$ cat src/rtl/ofmt_pkg.sv
package ofmt_pkg;
  localparam int unsigned WORD_W = 32;
  localparam int unsigned LEN_W  = $clog2(WORD_W) + 1;

  typedef enum logic [2:0] {
    FMT_FLT12 = 3'd0,
    FMT_TRC8  = 3'd1,
    FMT_RND16 = 3'd2,
    FMT_RND24 = 3'd3,
    FMT_TRC32 = 3'd4
  } fmt_e;

  // serial word length for a format code (codes above 4 behave as 32-bit)
  function automatic logic [LEN_W-1:0] word_len(input logic [2:0] code);
    case (code)
      3'd0:    word_len = LEN_W'(12);
      3'd1:    word_len = LEN_W'(8);
      3'd2:    word_len = LEN_W'(16);
      3'd3:    word_len = LEN_W'(24);
      default: word_len = LEN_W'(32);
    endcase
  endfunction
endpackage

$ cat src/rtl/ofmt_round.sv
module ofmt_round #(
  parameter int IN_W = 32,
  parameter int KEEP = 16
) (
  input  logic [IN_W-1:0] x,
  output logic [KEEP-1:0] y
);
  localparam logic [KEEP-1:0] MAX_POS = {1'b0, {(KEEP-1){1'b1}}};

  logic [KEEP-1:0] top;
  logic            half;

  always_comb begin
    top  = x[IN_W-1 -: KEEP];
    half = x[IN_W-1-KEEP];
    if ((top == MAX_POS) && half) y = MAX_POS;
    else                          y = top + KEEP'(half);
  end
endmodule

$ cat src/rtl/ofmt_lane_conv.sv
module ofmt_lane_conv
  import ofmt_pkg::*;
#(
  parameter int IN_W = 32
) (
  input  logic [IN_W-1:0]   smp,
  input  logic [2:0]        fmt,
  input  logic              exp_inh,
  output logic [WORD_W-1:0] word
);
  localparam int LEAD_W = $clog2(IN_W);

  logic [LEAD_W-1:0] lead;
  logic [3:0]        shamt;
  logic [IN_W-1:0]   normed;
  logic [15:0]       rnd16;
  logic [23:0]       rnd24;

  // count bits below the MSB that repeat the sign
  always_comb begin
    logic run;
    run  = 1'b1;
    lead = '0;
    for (int b = IN_W - 2; b >= 0; b--) begin
      if (run && (smp[b] == smp[IN_W-1])) lead = lead + LEAD_W'(1);
      else                                run  = 1'b0;
    end
  end

  always_comb begin
    if (exp_inh)                   shamt = 4'd0;
    else if (lead > LEAD_W'(15))   shamt = 4'd15;
    else                           shamt = lead[3:0];
    normed = smp << shamt;
  end

  ofmt_round #(.IN_W(IN_W), .KEEP(16)) u_rnd16 (.x(smp), .y(rnd16));
  ofmt_round #(.IN_W(IN_W), .KEEP(24)) u_rnd24 (.x(smp), .y(rnd24));

  always_comb begin
    case (fmt)
      FMT_FLT12: word = {{(WORD_W-12){1'b0}}, shamt, normed[IN_W-1 -: 8]};
      FMT_TRC8:  word = {{(WORD_W-8){smp[IN_W-1]}}, smp[IN_W-1 -: 8]};
      FMT_RND16: word = {{(WORD_W-16){rnd16[15]}}, rnd16};
      FMT_RND24: word = {{(WORD_W-24){rnd24[23]}}, rnd24};
      default:   word = smp[IN_W-1 -: WORD_W];
    endcase
  end
endmodule

$ cat src/rtl/ofmt_serializer.sv
module ofmt_serializer
  import ofmt_pkg::*;
(
  input  logic                   clk,
  input  logic                   rst_ni,
  input  logic                   en_i,
  input  logic                   start_i,
  input  logic [LEN_W-1:0]       len_i,
  input  logic [1:0][WORD_W-1:0] words_i,
  output logic                   sclk_o,
  output logic                   sfs_o,
  output logic                   sdata_o,
  output logic                   done_o
);
  localparam int IDX_W = $clog2(WORD_W);

  logic             busy_q, busy_d;
  logic             ph_q, ph_d;
  logic             wsel_q, wsel_d;
  logic [LEN_W-1:0] slot_q, slot_d;
  logic [LEN_W-1:0] bidx;
  logic             last;

  assign last = busy_q && ph_q && wsel_q && (slot_q == len_i);

  always_comb begin
    busy_d = busy_q;
    ph_d   = ph_q;
    wsel_d = wsel_q;
    slot_d = slot_q;
    if (!en_i) begin
      busy_d = 1'b0;
      ph_d   = 1'b0;
      wsel_d = 1'b0;
      slot_d = '0;
    end else if (start_i) begin
      busy_d = 1'b1;
      ph_d   = 1'b0;
      wsel_d = 1'b0;
      slot_d = '0;
    end else if (busy_q) begin
      ph_d = ~ph_q;
      if (ph_q) begin
        if (slot_q == len_i) begin
          slot_d = '0;
          wsel_d = ~wsel_q;
          if (wsel_q) busy_d = 1'b0;
        end else begin
          slot_d = slot_q + LEN_W'(1);
        end
      end
    end
  end

  always_ff @(posedge clk or negedge rst_ni) begin
    if (!rst_ni) begin
      busy_q <= 1'b0;
      ph_q   <= 1'b0;
      wsel_q <= 1'b0;
      slot_q <= '0;
    end else begin
      busy_q <= busy_d;
      ph_q   <= ph_d;
      wsel_q <= wsel_d;
      slot_q <= slot_d;
    end
  end

  always_comb begin
    bidx    = len_i - slot_q;
    sclk_o  = busy_q && ph_q;
    sfs_o   = busy_q && (slot_q == '0);
    sdata_o = (busy_q && (slot_q != '0)) ? words_i[wsel_q][bidx[IDX_W-1:0]] : 1'b0;
    done_o  = last && en_i;
  end

  // the serial clock alternates every cycle inside a running frame
  assert_sclk_toggles_R8: assert property (@(posedge clk) disable iff (!rst_ni)
    (busy_q && en_i && !start_i && !last) |=> (sclk_o != $past(sclk_o)));

  // the slot counter never passes the latched word length
  assert_slot_in_range_R8: assert property (@(posedge clk) disable iff (!rst_ni)
    busy_q |-> (slot_q <= len_i));

  // frame sync lasts a whole slot (both clock halves)
  assert_fs_full_slot_R8: assert property (@(posedge clk) disable iff (!rst_ni)
    ($rose(sfs_o) && en_i) |=> sfs_o);
endmodule

$ cat src/rtl/ofmt_par_mux.sv
module ofmt_par_mux
  import ofmt_pkg::*;
(
  input  logic [1:0][WORD_W-1:0] words_i,
  input  logic [2:0]             sel_i,
  input  logic                   oe_i,
  output logic [15:0]            data_o
);
  always_comb begin
    data_o = 16'h0000;
    if (oe_i) begin
      case (sel_i)
        3'd0:    data_o = words_i[0][15:0];
        3'd1:    data_o = words_i[0][31:16];
        3'd2:    data_o = words_i[1][15:0];
        3'd3:    data_o = words_i[1][31:16];
        3'd4:    data_o = {words_i[0][7:0], words_i[1][7:0]};
        default: data_o = 16'h0000;
      endcase
    end
  end
endmodule

$ cat src/rtl/sample_out_formatter.sv
module sample_out_formatter
  import ofmt_pkg::*;
#(
  parameter int IN_W = 32
) (
  input  logic            clk,
  input  logic            rst_n,
  input  logic            in_valid,
  input  logic [IN_W-1:0] in_i,
  input  logic [IN_W-1:0] in_q,
  input  logic [2:0]      fmt_sel,
  input  logic            exp_inhibit,
  input  logic            ser_en,
  input  logic            sclk_inv,
  input  logic            sfs_inv,
  input  logic            rdy_inv,
  input  logic [2:0]      par_sel,
  input  logic            par_oe,
  input  logic            par_rd,
  output logic            ser_clk,
  output logic            ser_fs,
  output logic            ser_data,
  output logic            rdy,
  output logic [15:0]     par_data
);
  localparam int LANES = 2;

  // asynchronous assert, synchronous release
  logic [1:0] rst_pipe;
  logic       rst_ni;

  always_ff @(posedge clk or negedge rst_n) begin
    if (!rst_n) rst_pipe <= 2'b00;
    else        rst_pipe <= {rst_pipe[0], 1'b1};
  end
  assign rst_ni = rst_pipe[1];

  logic [LANES-1:0][IN_W-1:0]   lane_in;
  logic [LANES-1:0][WORD_W-1:0] lane_word;
  logic [LANES-1:0][WORD_W-1:0] word_q, word_d;
  logic [LEN_W-1:0]             len_q, len_d;
  logic                         rdy_q, rdy_d;
  logic                         ser_sclk, ser_fs_i, ser_done;

  assign lane_in[0] = in_i;
  assign lane_in[1] = in_q;

  for (genvar g = 0; g < LANES; g++) begin : g_lane
    ofmt_lane_conv #(.IN_W(IN_W)) u_conv (
      .smp     (lane_in[g]),
      .fmt     (fmt_sel),
      .exp_inh (exp_inhibit),
      .word    (lane_word[g])
    );
  end

  always_comb begin
    word_d = word_q;
    len_d  = len_q;
    if (in_valid) begin
      word_d = lane_word;
      len_d  = word_len(fmt_sel);
    end
    if (in_valid)                 rdy_d = 1'b1;
    else if (ser_done || par_rd)  rdy_d = 1'b0;
    else                          rdy_d = rdy_q;
  end

  always_ff @(posedge clk or negedge rst_ni) begin
    if (!rst_ni) begin
      word_q <= '0;
      len_q  <= '0;
      rdy_q  <= 1'b0;
    end else begin
      word_q <= word_d;
      len_q  <= len_d;
      rdy_q  <= rdy_d;
    end
  end

  ofmt_serializer u_ser (
    .clk     (clk),
    .rst_ni  (rst_ni),
    .en_i    (ser_en),
    .start_i (in_valid),
    .len_i   (len_q),
    .words_i (word_q),
    .sclk_o  (ser_sclk),
    .sfs_o   (ser_fs_i),
    .sdata_o (ser_data),
    .done_o  (ser_done)
  );

  ofmt_par_mux u_par (
    .words_i (word_q),
    .sel_i   (par_sel),
    .oe_i    (par_oe),
    .data_o  (par_data)
  );

  assign ser_clk = ser_sclk ^ sclk_inv;
  assign ser_fs  = ser_fs_i ^ sfs_inv;
  assign rdy     = rdy_q ^ rdy_inv;

  // ready only rises after a valid sample
  assert_rdy_rise_R10: assert property (@(posedge clk) disable iff (!rst_ni)
    $rose(rdy_q) |-> $past(in_valid));

  // ready only falls after a finished frame or a read
  assert_rdy_fall_R10: assert property (@(posedge clk) disable iff (!rst_ni)
    $fell(rdy_q) |-> ($past(ser_done) || $past(par_rd)));

  // truncated formats keep the input sign
  assert_trunc_sign_R4: assert property (@(posedge clk) disable iff (!rst_ni)
    (in_valid && (fmt_sel == FMT_TRC8 || fmt_sel[2]))
      |=> (word_q[0][WORD_W-1] == $past(in_i[IN_W-1])));

  // a non-negative sample never becomes a negative word
  assert_no_wrap_R5: assert property (@(posedge clk) disable iff (!rst_ni)
    (in_valid && !in_q[IN_W-1]) |=> !word_q[1][WORD_W-1]);

  // inhibited exponent field is zero
  assert_exp_zero_R3: assert property (@(posedge clk) disable iff (!rst_ni)
    (in_valid && fmt_sel == FMT_FLT12 && exp_inhibit) |=> (word_q[0][11:8] == 4'd0));

  // a disabled serial port stays quiet
  assert_ser_quiet_R11: assert property (@(posedge clk) disable iff (!rst_ni)
    !ser_en |=> (!ser_sclk && !ser_fs_i && !ser_data));
endmodule

$ cat config.mk
export PLATFORM = sky130hd
export DESIGN_NAME = sample_out_formatter
export DESIGN_NICKNAME = d
export VERILOG_FILES = /design/src/rtl/ofmt_pkg.sv /design/src/rtl/ofmt_round.sv /design/src/rtl/ofmt_lane_conv.sv /design/src/rtl/ofmt_serializer.sv /design/src/rtl/ofmt_par_mux.sv /design/src/rtl/sample_out_formatter.sv
export SDC_FILE = /design/constraint.sdc
export NUM_CORES = 1
export LEC_CHECK = 0
export BUFFER_PORTS_ARGS = -buffer_cell sky130_fd_sc_hd__clkbuf_2
export CAP_MARGIN = 20
export CELL_PAD_IN_SITES_DETAIL_PLACEMENT = 0
export CELL_PAD_IN_SITES_GLOBAL_PLACEMENT = 2
export CORE_MARGIN = 3
export CORE_UTILIZATION = 35
export DETAILED_ROUTE_END_ITERATION = 10
export HOLD_SLACK_MARGIN = 0.03
export PLACE_DENSITY = 0.76
export SETUP_SLACK_MARGIN = 0.02
export SLEW_MARGIN = 10
export SYNTH_ARGS = -nofsm -noshare
export SYNTH_HDL_FRONTEND = slang
export SYNTH_HIERARCHICAL = 1
export SYNTH_SLANG_ARGS = --single-unit
$ cat constraint.sdc
create_clock -name clk -period 6.2 [get_ports clk]
set_clock_uncertainty 0.1 [all_clocks]
set_input_delay 0.93 -clock clk [delete_from_list [all_inputs] [get_ports clk]]
set_output_delay 0.93 -clock clk [all_outputs]
set_load 0.02 [all_outputs]
==> impl_metrics.env <==
export IMPL_yosysSeqAreaShare_pct=10.1
export IMPL_p_leak_uw=0.0128
export IMPL_grt_use_met1_pct=34.8
export IMPL_numCtsBuffers=9
export IMPL_antenna_found_initial=1
export IMPL_hold_viol=0
export IMPL_utilization_pct=51.7
export IMPL_r2r_cells=7
export IMPL_path_max_fanout=6
export IMPL_wl_per_cell_um=19.9
export IMPL_nets=3499
export IMPL_synth_ff_type="dfrtp_1"
export IMPL_fillers=5404
export IMPL_ys_warn_count=6
export IMPL_drt_iter0_markers=1731
export IMPL_synth_area_per_cell_um2=7.65
export IMPL_crit_required_ns=6.33
export IMPL_max_stage_delay_ns=0.36
export IMPL_slew_headroom_pct=25.8
export IMPL_synth_area_um2=19800
export IMPL_grt_pass1_vias=22800
export IMPL_final_max_slew_viol_count=0
export IMPL_rsz0062_at_grt="yes"
export IMPL_violations="setup timing"
export IMPL_cp_start_kind="primary input"
export IMPL_regArea_um2=2010
export IMPL_cp_buffers_inverters=5
export IMPL_cp_common_cell="ha_4"
export IMPL_timing_rr_end="rdy_q$_DFFE_PN0P_"
export IMPL_end_kind="flop"
export IMPL_worstSetupEndpoint="word_q[36]$_DFFE_PN0P_"
export IMPL_portBuffers=99
export IMPL_fin_crit_ns=19.06
export IMPL_vias=23300
export IMPL_synth_distinct_cells=136
export IMPL_peakVddDrop_uv=160
export IMPL_die_h_um=244
export IMPL_fmax_mhz=52.5
export IMPL_wirelength_um=81800
export IMPL_fin_crit_sh_pct=307
export IMPL_p_int_uw=1870
export IMPL_num_rows=86
export IMPL_status="finished, violations left"
export IMPL_slowest_stage="or3_1"
export IMPL_cts_tree="built"
export IMPL_grt_max_degree=79
export IMPL_setup_violations=24
export IMPL_initial_core_util_pct=35.7
export IMPL_path_delay_family="adder cells"
export IMPL_detailed_place_hpwl_um=62600
export IMPL_path_clk_slew_ns=0.06
export IMPL_clockBufferDepth=2
export IMPL_gp_congestion=0.901
export IMPL_grt_pass1_wl_um=126000
export IMPL_ys_seq_elements=80
export IMPL_tightest_slew_ns=1.11
export IMPL_cts_hold_buf=0
export IMPL_ctsRootBufferMaster="clkbuf_16"
export IMPL_worst_slack_ns=-12.86
export IMPL_design_core_area_um2=55500
export IMPL_fin_tns_setup_ns=-299.00
export IMPL_p_switching_uw=1170
export IMPL_maxCapViolCount=0
export IMPL_synthCells=2589
export IMPL_switching_share_pct=38.5
export IMPL_worstSetupPathType="in -> reg"
export IMPL_ios=100
export IMPL_power_density_nw_per_um2=106
export IMPL_grt_usage_pct=26.0
export IMPL_hp_class="reg -> reg"
export IMPL_multiInputGateArea_um2=18100
export IMPL_syn_to_final_growth_pct=44.9
export IMPL_htree_levels=3
export IMPL_die_width_um=244
export IMPL_viasPerCell=5.68
export IMPL_drive_gt1_share_pct=41.3
export IMPL_drt_pass1_iter_count=5
export IMPL_drc_errors=0
export IMPL_rrSetupSlack_ns=3.93
export IMPL_antenna_left=0
export IMPL_p_comb_share_pct=57.2
export IMPL_synth_edf_count=0
export IMPL_cts_sinks=80
export IMPL_cp_num_cells=101
export IMPL_crit_path_start="in_q[31]"
export IMPL_globalRoute_totalOverflow=0
export IMPL_p_clk_share_pct=20.5
export IMPL_fp_dieArea_um2=59500
export IMPL_worstPathArrival_ns=19.19
export IMPL_fin_hold_ws_ns=0.250
export IMPL_met3_usage_pct=1.93
export IMPL_r2r_start="u_ser/slot_q[0]$_DFFE_PN0P_"
export IMPL_power_frac_seq_pct=22.3
export IMPL_use_met2_pct=45.3
export IMPL_top_usage_layer="met2"
export IMPL_synthArstFlopShare_pct=100
export IMPL_clk_latency_ns=0.34
[cell type report]
class | instances | share of cell area, %
diodes | 1 | 0.00872
clock buffers | 9 | 0.785
clock inverters | 7 | 0.419
inverters | 104 | 1.39
multi-input cells | 2245 | 63.1
flip-flops and latches | 80 | 6.99
well taps | 748 | 3.26
repair buffers | 908 | 24.0
[cell usage in the layout (no fill, tap or decap), types with 30 or more instances in the layout]
master and instances:
mux2i_1 91, nand2_1 272, buf_4 765, or3_1 43
xor2_1 53, mux2_4 82, and2_1 30, dfrtp_1 79
nor3_1 72, nor2_1 175, mux2_2 39, a21o_1 36
o21ai_0 93, nand3_1 90, o22ai_1 44, clkbuf_2 93
ha_4 32, nand2b_1 36, inv_1 96, a21oi_1 111
and3_1 37, ha_1 36, nand4_1 37, xnor2_1 114
buf_6 32
[registers in the layout, indices dropped and copies added (netlist names)]
name / flops
rdy_q: 1
u_ser/slot_q: 6
len_q: 4
u_ser/ph_q: 1
u_ser/busy_q: 1
rst_pipe: 2
word_q: 64
u_ser/wsel_q: 1
[per-layer routing]
metal / part of all wire (%) / wire length (um)
met2: 48 / 39500
met4: 2.4 / 2000
met5: 0 / 0
met3: 4.3 / 3540
met1: 45 / 36800
[cells by family after synthesis]
| kind of cell | share of synthesized area [%] |
|---|---|
| adders and majority gates | 5.03 |
| and+or+nand+nor | 28.2 |
| other | 0.0379 |
| xor gates and xnor gates | 10.8 |
| AOI/OAI and AO/OA | 23.7 |
| muxes | 15.8 |
| buffers and inverters | 6.26 |
| DFF | 10.1 |
[worst min path at each step]
stage                          start                    end  slack, ns  cells after the start
6_report       rst_pipe[0]$_DFF_PN0_  rst_pipe[1]$_DFF_PN0_       0.25                      0
4_1_cts                        rst_n  rst_pipe[1]$_DFF_PN0_       0.24                      1
5_1_grt                        rst_n  rst_pipe[1]$_DFF_PN0_       0.25                      1
3_5_place_dp   rst_pipe[0]$_DFF_PN0_  rst_pipe[1]$_DFF_PN0_       0.24                      0
3_3_place_gp   rst_pipe[0]$_DFF_PN0_  rst_pipe[1]$_DFF_PN0_       0.24                      0
2_1_floorplan  rst_pipe[0]$_DFF_PN0_  rst_pipe[1]$_DFF_PN0_       0.23                      0
[power by group through the flow]
| stage | Clock (uW) | Sequential [uW] | Combinational (uW) |
|---|---|---|---|
| 3_3_place_gp | 0 | 683 | 1450 |
| 4_1_cts | 635 | 675 | 1620 |
| 3_5_place_dp | 0 | 683 | 1480 |
| 5_1_grt | 655 | 683 | 1870 |
| 6_report | 621 | 678 | 1740 |
| 2_1_floorplan | 0 | 637 | 910 |
[stage by stage]
| stage | power, uW | setup slack (ns) | instance area, um2 | cells |
|---|---|---|---|---|
| finish | 3040 | -12.86 | 28700 | 4102 |
| global route | 3210 | -13.72 | 28700 | 4102 |
| CTS | 2930 | -12.60 | 27800 | 4074 |
| detailed placement | 2160 | -13.92 | 26200 | 3971 |
| global placement | 2130 | -13.59 | 26200 | 3971 |
| floorplan | 1550 | -13.21 | 20500 | 2591 |
[repair_timing]
item,CTS,global route
setup endpoints to repair,24,24
resized for setup,129,121
pin swaps,132,121
setup buffers,83,35
gates cloned,4,0
[worst register-to-register path, delay by kind of cell (launching register included)]
family          cells  cell delay [ns]
fa+ha+maj           1             0.58
simple gates        5             0.90
flops               1             0.42
compound gates      1             0.17
[synthesized netlist by cell type, drive strengths merged, types with 32 or more instances]
master / instances / area share (%)
and2: 38 / 1.2
nor2: 191 / 3.8
mux2: 121 / 8.2
mux2i: 99 / 5.1
nand2b: 39 / 1.2
a211oi: 32 / 1.3
nand4: 40 / 1.4
xnor2: 122 / 5.7
or3: 49 / 1.6
buf: 67 / 2.5
o21ai: 123 / 3.1
a21o: 36 / 1.4
ha: 70 / 4.4
nand3: 97 / 2.7
a21oi: 139 / 3.8
clkbuf: 96 / 1.8
dfrtp: 80 / 10
nor3: 78 / 2.1
nand2: 294 / 5.6
inv: 104 / 2.0
o22ai: 54 / 1.7
and3: 46 / 1.5
xor2: 55 / 2.5
No activity file was read; power rests on OpenSTA's default activity.
